`src/rtl/mcg_pkg.sv`:
```
package mcg_pkg;

    // Prescaler state: half-rate toggle and adopted speed mode.
    typedef struct packed {
        logic half;
        logic x2;
    } presc_t;

    // Address-latch suppression state.
    typedef struct packed {
        logic pend;   // a request is waiting for the next pulse
        logic supp;   // the pulse in progress is being blanked
    } skip_t;

    localparam int unsigned MCG_STATES = 6;
    localparam int unsigned MCG_PULSES = 2;

endpackage

```
`src/rtl/mcg_prescaler.sv`:
```
module mcg_prescaler
    import mcg_pkg::*;
(
    input  logic clk_i,
    input  logic rst_ni,
    input  logic x2_req_i,
    output logic ph1_o,
    output logic ph2_o
);

    presc_t q, d;

    always_comb begin
        d      = q;
        d.half = ~q.half;
        // The half-rate clock rises on the edge closing a standard state:
        // only there is a new speed adopted.
        if (q.half) begin
            d.x2 = x2_req_i;
        end
    end

    always_ff @(posedge clk_i or negedge rst_ni) begin
        if (!rst_ni) begin
            q <= '0;
        end else begin
            q <= d;
        end
    end

    // In double-speed mode both phases share one cycle.
    assign ph1_o = q.x2 | ~q.half;
    assign ph2_o = q.x2 |  q.half;

    assert_mode_on_boundary_R4: assert property (@(posedge clk_i) disable iff (!rst_ni)
        (q.x2 != $past(q.x2)) |-> $past(q.half));

endmodule

```
`src/rtl/mcg_sequencer.sv`:
```
module mcg_sequencer #(
    parameter int unsigned NUM_STATES = 6
) (
    input  logic                  clk_i,
    input  logic                  rst_ni,
    input  logic                  ph1_i,
    input  logic                  ph2_i,
    output logic [NUM_STATES-1:0] state_o,
    output logic                  mcycle_o,
    output logic                  tick_o
);

    localparam int unsigned LAST = NUM_STATES - 1;

    typedef struct packed {
        logic [NUM_STATES-1:0] st;
    } seq_t;

    seq_t q, d;

    always_comb begin
        d = q;
        if (ph2_i) begin
            d.st = {q.st[LAST-1:0], q.st[LAST]};
        end
    end

    always_ff @(posedge clk_i or negedge rst_ni) begin
        if (!rst_ni) begin
            q.st <= NUM_STATES'(1);
        end else begin
            q <= d;
        end
    end

    assign state_o  = q.st;
    assign mcycle_o = q.st[0]    & ph1_i;
    assign tick_o   = q.st[LAST] & ph2_i;

    assert_state_onehot_R5: assert property (@(posedge clk_i) disable iff (!rst_ni)
        $countones(q.st) == 1);

    assert_advance_after_ph2_R10: assert property (@(posedge clk_i) disable iff (!rst_ni)
        !$stable(q.st) |-> $past(ph2_i));

endmodule

```
`src/rtl/mcg_ale.sv`:
```
module mcg_ale
    import mcg_pkg::*;
#(
    parameter int unsigned NUM_STATES = 6,
    parameter int unsigned NUM_PULSES = 2
) (
    input  logic                  clk_i,
    input  logic                  rst_ni,
    input  logic                  ph1_i,
    input  logic                  ph2_i,
    input  logic [NUM_STATES-1:0] state_i,
    input  logic                  xdata_i,
    output logic                  ale_o
);

    localparam int unsigned SPACING = NUM_STATES / NUM_PULSES;

    logic [NUM_PULSES-1:0] head_v;
    logic [NUM_PULSES-1:0] tail_v;
    logic                  start;
    logic                  window;

    // Each pulse covers the second phase of its anchor state and the
    // first phase of the following state.
    for (genvar p = 0; p < NUM_PULSES; p++) begin : g_pulse
        assign head_v[p] = ph2_i & state_i[p*SPACING];
        assign tail_v[p] = ph1_i & state_i[p*SPACING + 1];
    end

    assign start  = |head_v;
    assign window = start | (|tail_v);

    skip_t q, d;

    always_comb begin
        d = q;
        if (start) begin
            d.supp = q.pend;
            d.pend = xdata_i;
        end else begin
            d.pend = q.pend | xdata_i;
        end
    end

    always_ff @(posedge clk_i or negedge rst_ni) begin
        if (!rst_ni) begin
            q <= '0;
        end else begin
            q <= d;
        end
    end

    assign ale_o = window & ~(start ? q.pend : q.supp);

    assert_ale_max_two_R6: assert property (@(posedge clk_i) disable iff (!rst_ni)
        (ale_o && $past(ale_o)) |=> !ale_o);

endmodule

```
`src/rtl/mcycle_gen.sv`:
```
module mcycle_gen
    import mcg_pkg::*;
(
    input  logic                  clk_i,
    input  logic                  rst_ni,
    input  logic                  x2_sel_i,
    input  logic                  xdata_i,
    output logic [MCG_STATES-1:0] state_o,
    output logic                  ph1_en_o,
    output logic                  ph2_en_o,
    output logic                  mcycle_o,
    output logic                  ale_o,
    output logic                  periph_tick_o
);

    logic                  ph1;
    logic                  ph2;
    logic [MCG_STATES-1:0] st;

    mcg_prescaler u_presc (
        .clk_i    (clk_i),
        .rst_ni   (rst_ni),
        .x2_req_i (x2_sel_i),
        .ph1_o    (ph1),
        .ph2_o    (ph2)
    );

    mcg_sequencer #(.NUM_STATES(MCG_STATES)) u_seq (
        .clk_i    (clk_i),
        .rst_ni   (rst_ni),
        .ph1_i    (ph1),
        .ph2_i    (ph2),
        .state_o  (st),
        .mcycle_o (mcycle_o),
        .tick_o   (periph_tick_o)
    );

    mcg_ale #(.NUM_STATES(MCG_STATES), .NUM_PULSES(MCG_PULSES)) u_ale (
        .clk_i   (clk_i),
        .rst_ni  (rst_ni),
        .ph1_i   (ph1),
        .ph2_i   (ph2),
        .state_i (st),
        .xdata_i (xdata_i),
        .ale_o   (ale_o)
    );

    assign state_o  = st;
    assign ph1_en_o = ph1;
    assign ph2_en_o = ph2;

    assert_tick_then_start_R9: assert property (@(posedge clk_i) disable iff (!rst_ni)
        periph_tick_o |=> mcycle_o);

endmodule

```
`config.mk`:
```
export PLATFORM = sky130hd
export DESIGN_NAME = mcycle_gen
export DESIGN_NICKNAME = d
export VERILOG_FILES = /design/src/rtl/mcg_pkg.sv /design/src/rtl/mcg_prescaler.sv /design/src/rtl/mcg_sequencer.sv /design/src/rtl/mcg_ale.sv /design/src/rtl/mcycle_gen.sv
export SDC_FILE = /design/constraint.sdc
export NUM_CORES = 1
export LEC_CHECK = 0
export BUFFER_PORTS_ARGS = -buffer_cell sky130_fd_sc_hd__buf_2
export CAP_MARGIN = 20
export CORE_AREA = 3 3 40 42
export CTS_CLUSTER_DIAMETER = 100
export DETAILED_ROUTE_END_ITERATION = 6
export DIE_AREA = 0 0 43 45
export HOLD_SLACK_MARGIN = 0.03
export PLACE_DENSITY = 0.54
export SETUP_SLACK_MARGIN = 0.3
export SYNTH_ARGS = -nofsm -noshare
export SYNTH_HDL_FRONTEND = slang
export SYNTH_SLANG_ARGS = --single-unit
```
`constraint.sdc`:
```
create_clock -name clk_i -period 1.49 [get_ports clk_i]
set_clock_uncertainty 0.05 [all_clocks]
set_input_delay 0.447 -clock clk_i [delete_from_list [all_inputs] [get_ports clk_i]]
set_output_delay 0.447 -clock clk_i [all_outputs]
set_load 0.005 [all_outputs]
```
==> metrics.csv, run 1 <==
stage;metric;value;unit
yosys;yosysMostFrequentCell;dfrtp_1;
sta;fmax;0.588;GHz
sta;period_needed;1.70;ns
grt;grt_remaining_overflow;0;
worst_setup_path;r2r_setup_slack;0.12;ns
pwr;peakVddDrop;0.419;mV
pwr;swShare;19.6;%
sta;finalSetupViolCount;6;
pwr;pwr-share-clk;45.3;%
yosys;synth_nets;34;
worst_setup_path;critPathKind;reg2out;
floorplanning;core;1280;µm²
pwr;total_power;535;µW
sta;final.setup.worst_slack;-0.212;ns
sta;fin_crit_sh;114;%
pwr;p_leak;0.000371;µW
final_layout;final_core_util;54.3;%
yosys;synth-compound-area-share;12.2;%
yosys;muxShareOfSynthArea;19.1;%
sta;rsz0062_at_grt;true;
cts;clk_pin_slew_worst_paths;0.07;ns
pwr;power_frac_comb;3.0;%
worst_setup_path;reg2reg_depth;5;
floorplanning;chipHeight;45;µm
route;vias;327;
worst_setup_path;startpoint;u_seq.state_o[0]$_DFFE_PN1P_;
worst_setup_path;crit_end;ale_o;
yosys;synth_cell_types;14;
placement;place_congestion;0.693;
yosys;synth_area_per_cell;14.4;µm²
worst_setup_path;cp-start-kind;flop;
placement;place.port_buffers;14;
worst_setup_path;critPathMaxStageDelay;0.56;ns
worst_setup_path;worst_path_max_delay_cell;dfstp_2;
pwr;power_frac_seq;51.6;%
worst_setup_path;cp.depth;4;
grt;grt_pass1_vias;337;
cts;clk_latency;0.26;ns
sta;hold_viol_final;0;
cts;clockBufferDepth;2;
grt;track_usage;12.2;%
yosys;async_flop_share;100;%
yosys;ys_ff_latch;10;
placement;post_dp_cell_area;551;µm²
final_layout;n_antenna_cell;0;
route;routed_wl;1010;µm
sta;maxSlewViolCount;0;
floorplanning;rows;13;
cts;cts_root_buffer;clkbuf_4;
yosys;synth_xor_area_share;0;%
route;drtAntennaViolNets;0;
yosys;yosys_warnings;0;
yosys;syn-cell-area;432;µm²
yosys;synth_adder_area_share;0;%
yosys;yosys.area.top_type;dfrtp_1;
yosys;netlist_top_cells_count;dfrtp_1 (9), mux2_2 (6), a21o_1 (2), inv_1 (2), nor2_1 (2);
yosys;syn_inst;30;
worst_setup_path;r2r_end;u_seq.state_o[2]$_DFFE_PN0P_;
floorplanning;initial_core_util;33.6;%
worst_setup_path;crit_chain;nor2_2 -> a21oi_2 -> o32ai_2 -> buf_2;
yosys;synth_top_family_by_area;multiplexers;
hold_path;min_path_type;in2reg;
flow_run;cap_violations;0;
cts;cts.sinks;10;
pwr;power_density;766;nW/µm²
grt;grt_pass1_wl;1620;µm
route;remaining_drc_errors;0;
yosys;synth-simple-area-share;8.70;%
yosys;yosys-top-cells-area;dfrtp_1 (52%), mux2_2 (16%), dfstp_2 (6.1%);
worst_setup_path;cp_data_required_time;0.99;ns
worst_setup_path;critical_path_buf_inv_count;1;
worst_setup_path;endpoint_kind;primary output;
final_layout;nNetsFinal;66;
placement;dp_slack;0.0240;ns
cts;cts_max_level;1;
cts;cts_buffers;3;
floorplanning;ios;15;
worst_setup_path;arrival;1.20;ns
final_layout;drive_gt1_share;75.4;%
yosys;synth.top_cell.area_share;52.2;%
pwr;p_int;430;µW
route;drt_iter0_drc;1;
grt;grt_antenna_before_repair;0;
cts;tritoncts;done;
run_status;violations;negative setup slack;
worst_setup_path;cp_top_family;flip-flops;
floorplanning;die_area;1940;µm²
placement;dp_hpwl;665;µm
worst_setup_path;r2r-start;u_presc.q[0]$_DFFE_PN0P_;
sta;worst_pin_slew;0.223;ns
final_layout;finalInstanceArea;698;µm²
final_layout;syn_to_final_growth;61.7;%
yosys;synth_edf_count;0;
grt;grt_max_degree;11;
sta;relSlewSlack;85.1;%
yosys;ys.flop_type;dfrtp_1;
route;vias_per_cell;4.30;
final_layout;fillers;106;
route;drtPass1Iterations;2;
run_status;outcome;complete, but fails checks;
pwr;switchingPower;105;µW
yosys;synth-seq-area-share;58.3;%
floorplanning;die_w;43;µm
route;wire_per_inst;13.2;µm
worst_setup_path;path_max_fanout;4;
-- layout by cell type (no fill, tap or decap) --
cell	Yosys	layout
buf_2	0	14
buf_4	0	9
dfrtp_1	9	8
mux2_4	1	6
clkbuf_4	0	3
buf_6	0	3
a21o_1	2	2
o22ai_2	1	1
nor2_2	0	1
nor2_4	1	1
a21oi_2	1	1
nor2_1	2	1
o32ai_2	1	1
inv_1	2	1
nand2b_1	1	1
and2_1	1	1
nor2b_4	0	1
inv_2	0	1
mux2_2	6	1
clkbuf_8	0	1
dlygate4sd3_1	0	1
dfrtp_2	0	1
dfstp_2	1	1
-- worst min-delay path by stage --
stage                     cells past startpoint              endpoint    start  slack (ns)
final                                         2  u_ale.q[1]$_DFF_PN0_  xdata_i        0.32
after global placement                        1  u_ale.q[0]$_DFF_PN0_   rst_ni        0.26
after CTS                                     2  u_ale.q[1]$_DFF_PN0_  xdata_i        0.31
after global routing                          2  u_ale.q[1]$_DFF_PN0_  xdata_i        0.31
after floorplan                               0  u_ale.q[0]$_DFF_PN0_   rst_ni        0.10
after detailed placement                      1  u_ale.q[1]$_DFF_PN0_   rst_ni        0.27
-- state kept, by name, indices dropped and copies added, names as in the netlist --
name	count
u_ale.q	2
u_presc.q	2
u_seq.state_o	6
-- what timing repair did --
action | CTS | global route
pin swaps | 2 | 0
resized for setup | 10 | 3
hold buffers | 1 | 0
setup endpoints to repair | 17 | 17
hold endpoints to repair | 9 | 0
setup buffers | 4 | 4
-- metrics by stage --
step / instances / setup TNS [ns] / hold WS (ns)
floorplan: 30 / 0 / 0.101
global placement: 63 / 0 / 0.262
detailed placement: 63 / 0 / 0.268
CTS: 72 / -0.781 / 0.307
global route: 76 / -1.03 / 0.311
finish: 76 / -0.685 / 0.317
-- layer usage --
| metal | vias up | track usage, % | part of all wire (%) |
|---|---|---|---|
| met1 | 151 | 14.3 | 43 |
| met5 | - | 0 | 0 |
| met4 | 0 | 9.04 | 0.80 |
| met2 | 8 | 18.3 | 50 |
| li1 | 166 | - | - |
| met3 | 2 | 4.38 | 6.4 |
-- area by class of cell --
class,count,area (µm²),area share [%]
Timing Repair Buffer,27,181,26.0
Tap cell,15,18.8,2.69
Sequential cell,10,253,36.2
Multi-Input combinational cell,18,201,28.9
Clock buffer,4,36.3,5.20
Inverter,2,7.51,1.08
-- logic make-up after synthesis --
| kind of cell | after synthesis |
|---|---|
| AO/OA/AOI/OAI | 5 |
| multiplexers | 7 |
| AND/OR/NAND/NOR | 6 |
| buffers and inverters | 2 |
| flip-flops | 10 |
-- power by group through the flow --
stage / registers (µW) / clock network, µW / logic [µW]
finish: 276 / 242 / 16.2
global route: 276 / 267 / 18.3
CTS: 276 / 252 / 16.9
detailed placement: 281 / 0 / 14.7
global placement: 281 / 0 / 14.1
floorplan: 280 / 0 / 4.12
Power figures use the tool's default switching activity.
==> run 2: changes to the inputs <==
--- a/config.mk
+++ b/config.mk
@@ -5,6 +5,7 @@
 export SDC_FILE = /design/constraint.sdc
 export NUM_CORES = 1
 export LEC_CHECK = 0
+export ABC_AREA = 1
 export BUFFER_PORTS_ARGS = -buffer_cell sky130_fd_sc_hd__buf_2
 export CAP_MARGIN = 20
 export CORE_AREA = 3 3 40 42
==> metrics.csv, run 2 <==
stage;metric;value;unit
floorplanning;ios;15;
final_layout;nNetsFinal;92;
floorplanning;die_w;43;µm
worst_setup_path;crit_chain;buf_4 -> o21ai_2 -> nand3_1 -> nand2_1 -> buf_2;
final_layout;n_antenna_cell;0;
route;vias;451;
worst_setup_path;critical_path_buf_inv_count;2;
yosys;syn-cell-area;433;µm²
yosys;synth_nets;51;
worst_setup_path;r2r_end;u_ale.q[1]$_DFF_PN0_;
route;drt_iter0_drc;1;
final_layout;largest_register_ffs;6;
pwr;pwr-share-clk;39.6;%
worst_setup_path;critPathKind;reg2out;
worst_setup_path;cp_data_required_time;0.99;ns
hold_path;min_path_type;in2reg;
sta;worst_pin_slew;0.243;ns
yosys;synth-seq-area-share;58.1;%
sta;final.setup.worst_slack;-0.224;ns
sta;rsz0062_at_grt;true;
worst_setup_path;arrival;1.22;ns
placement;placed_cells;78;
floorplanning;chipHeight;45;µm
cts;cts_buffers;3;
yosys;synth_cell_types;14;
floorplanning;core;1280;µm²
placement;dp_hpwl;684;µm
flow_run;cap_violations;0;
yosys;yosys-top-cells-area;dfrtp_1 (52%), nand2_1 (8.7%), dfstp_2 (6.1%);
route;drtPass1Iterations;3;
grt;grt_pass1_vias;427;
yosys;synth_edf_count;0;
pwr;power_density;608;nW/µm²
run_status;violations;negative setup slack;
grt;grt_max_degree;11;
pwr;p_leak;0.000448;µW
floorplanning;initial_core_util;33.7;%
run_status;outcome;complete, but fails checks;
floorplanning;rows;13;
sta;fin_crit_sh;115;%
cts;clk_pin_slew_worst_paths;0.06;ns
worst_setup_path;r2r-start;u_presc.q[1]$_DFF_PN0_;
floorplanning;die_area;1940;µm²
cts;cts_max_level;1;
yosys;syn_inst;47;
yosys;yosys_warnings;0;
route;remaining_drc_errors;0;
pwr;p_int;385;µW
grt;grt_pass1_wl;1940;µm
cts;tritoncts;done;
pwr;power_frac_comb;3.9;%
route;drtAntennaViolNets;0;
yosys;muxShareOfSynthArea;0;%
yosys;yosysMostFrequentCell;nand2_1;
yosys;synth-compound-area-share;13.3;%
grt;track_usage;14.8;%
final_layout;final_common_cell;buf_6;
route;routed_wl;1160;µm
grt;grt_antenna_before_repair;0;
worst_setup_path;worst_path_max_delay_cell;dfstp_2;
worst_setup_path;cp-start-kind;flop;
pwr;power_frac_seq;56.5;%
cts;cts.sinks;10;
placement;post_dp_cell_area;541;µm²
final_layout;layout_common_cells;buf_6 (14), buf_2 (13), buf_4 (8), dfrtp_1 (8), nand2_1 (6);
pwr;swShare;21.1;%
pwr;peakVddDrop;0.455;mV
hold_path;holdPathEnd;u_ale.q[1]$_DFF_PN0_;
placement;dp_slack;0.0413;ns
cts;clockBufferDepth;2;
hold_path;hold_depth;2;
sta;hold_viol_final;0;
worst_setup_path;r2r_setup_slack;-0.02;ns
sta;maxSlewViolCount;0;
cts;clk_latency;0.27;ns
yosys;synth_xor_area_share;0;%
worst_setup_path;critPathMaxStageDelay;0.55;ns
yosys;synth.top_cell.area_share;52.0;%
final_layout;drive_gt1_share;64.4;%
yosys;netlist_top_cells_count;nand2_1 (10), dfrtp_1 (9), inv_1 (6), nor2_1 (6), o21ai_0 (4);
yosys;synth_adder_area_share;0;%
sta;relSlewSlack;83.8;%
sta;period_needed;1.71;ns
sta;finalSetupViolCount;6;
sta;fmax;0.583;GHz
yosys;synth-simple-area-share;21.7;%
yosys;ys.flop_type;dfrtp_1;
cts;cts_root_buffer;clkbuf_4;
grt;grt_remaining_overflow;0;
yosys;synth_top_family_by_area;simple AND/OR/NAND/NOR gates;
final_layout;layout.cells.non_filler;102;
yosys;yosys.area.top_type;dfrtp_1;
hold_path;hp-start;xdata_i;
yosys;ys_ff_latch;10;
placement;place.port_buffers;14;
yosys;synth_area_per_cell;9.21;µm²
route;wire_per_inst;11.4;µm
worst_setup_path;reg2reg_depth;9;
route;vias_per_cell;4.42;
worst_setup_path;cp_top_family;flip-flops;
final_layout;syn_to_final_growth;85.5;%
worst_setup_path;endpoint_kind;primary output;
worst_setup_path;path_max_fanout;3;
yosys;async_flop_share;100;%
placement;place_congestion;0.662;
final_layout;finalInstanceArea;803;µm²
pwr;switchingPower;103;µW
## run 2: how the worst max path moves through the flow
stage,start,end,slack [ns],cells after the start
floorplan,u_seq.state_o[0]$_DFFE_PN1P_,ale_o,0.17,4
global placement,u_seq.state_o[0]$_DFFE_PN1P_,ale_o,0.04,5
detailed placement,u_seq.state_o[0]$_DFFE_PN1P_,ale_o,0.04,5
CTS,u_seq.state_o[0]$_DFFE_PN1P_,ale_o,-0.23,5
global route,u_seq.state_o[0]$_DFFE_PN1P_,ale_o,-0.32,5
finish,u_seq.state_o[0]$_DFFE_PN1P_,ale_o,-0.22,5
## run 2: cell type report
type	instances	area, µm²
Clock buffer	4	26.3
Fill cell	101	482
Inverter	8	30.0
Multi-Input combinational cell	29	183
Sequential cell	10	253
Tap cell	15	18.8
Timing Repair Buffer	36	293
## run 2: cell families after synthesis
logic type             Yosys count
DFF                             10
buffers and inverters            8
AOI/OAI and AO/OA                9
and+or+nand+nor                 20
## run 2: through the flow
step | TNS, ns | hold slack (ns) | power [µW] | util [%]
floorplan | 0 | 0.101 | 285 | -
global placement | 0 | 0.276 | 296 | 42.1
detailed placement | 0 | 0.272 | 296 | 42.1
CTS | -0.607 | 0.332 | 493 | 54.8
global route | -1.21 | 0.321 | 524 | 62.5
finish | -0.736 | 0.336 | 489 | 62.5
## run 2: repair_timing
| action | 4_1_cts | 5_1_grt |
|---|---|---|
| hold buffers | 1 | 0 |
| setup endpoints to repair | 11 | 16 |
| resized for setup | 8 | 20 |
| hold endpoints to repair | 9 | 0 |
| pin swaps | 5 | 7 |
| buffers inserted | 13 | 6 |
## run 2: metal layers
| metal | GRT usage (%) | part of all wire (%) | vias to the layer above |
|---|---|---|---|
| li1 | - | - | 228 |
| met1 | 17.5 | 41 | 208 |
| met2 | 21.6 | 50 | 10 |
| met3 | 7.17 | 6.1 | 5 |
| met4 | 9.04 | 2.1 | 0 |
| met5 | 0 | 0 | - |
## run 2: power groups by stage
stage	Clock (µW)	Sequential, µW	Combinational, µW
global route	226	276	21.2
finish	194	276	19.0
floorplan	0	280	5.11
detailed placement	0	280	15.8
global placement	0	280	15.9
CTS	199	276	18.5
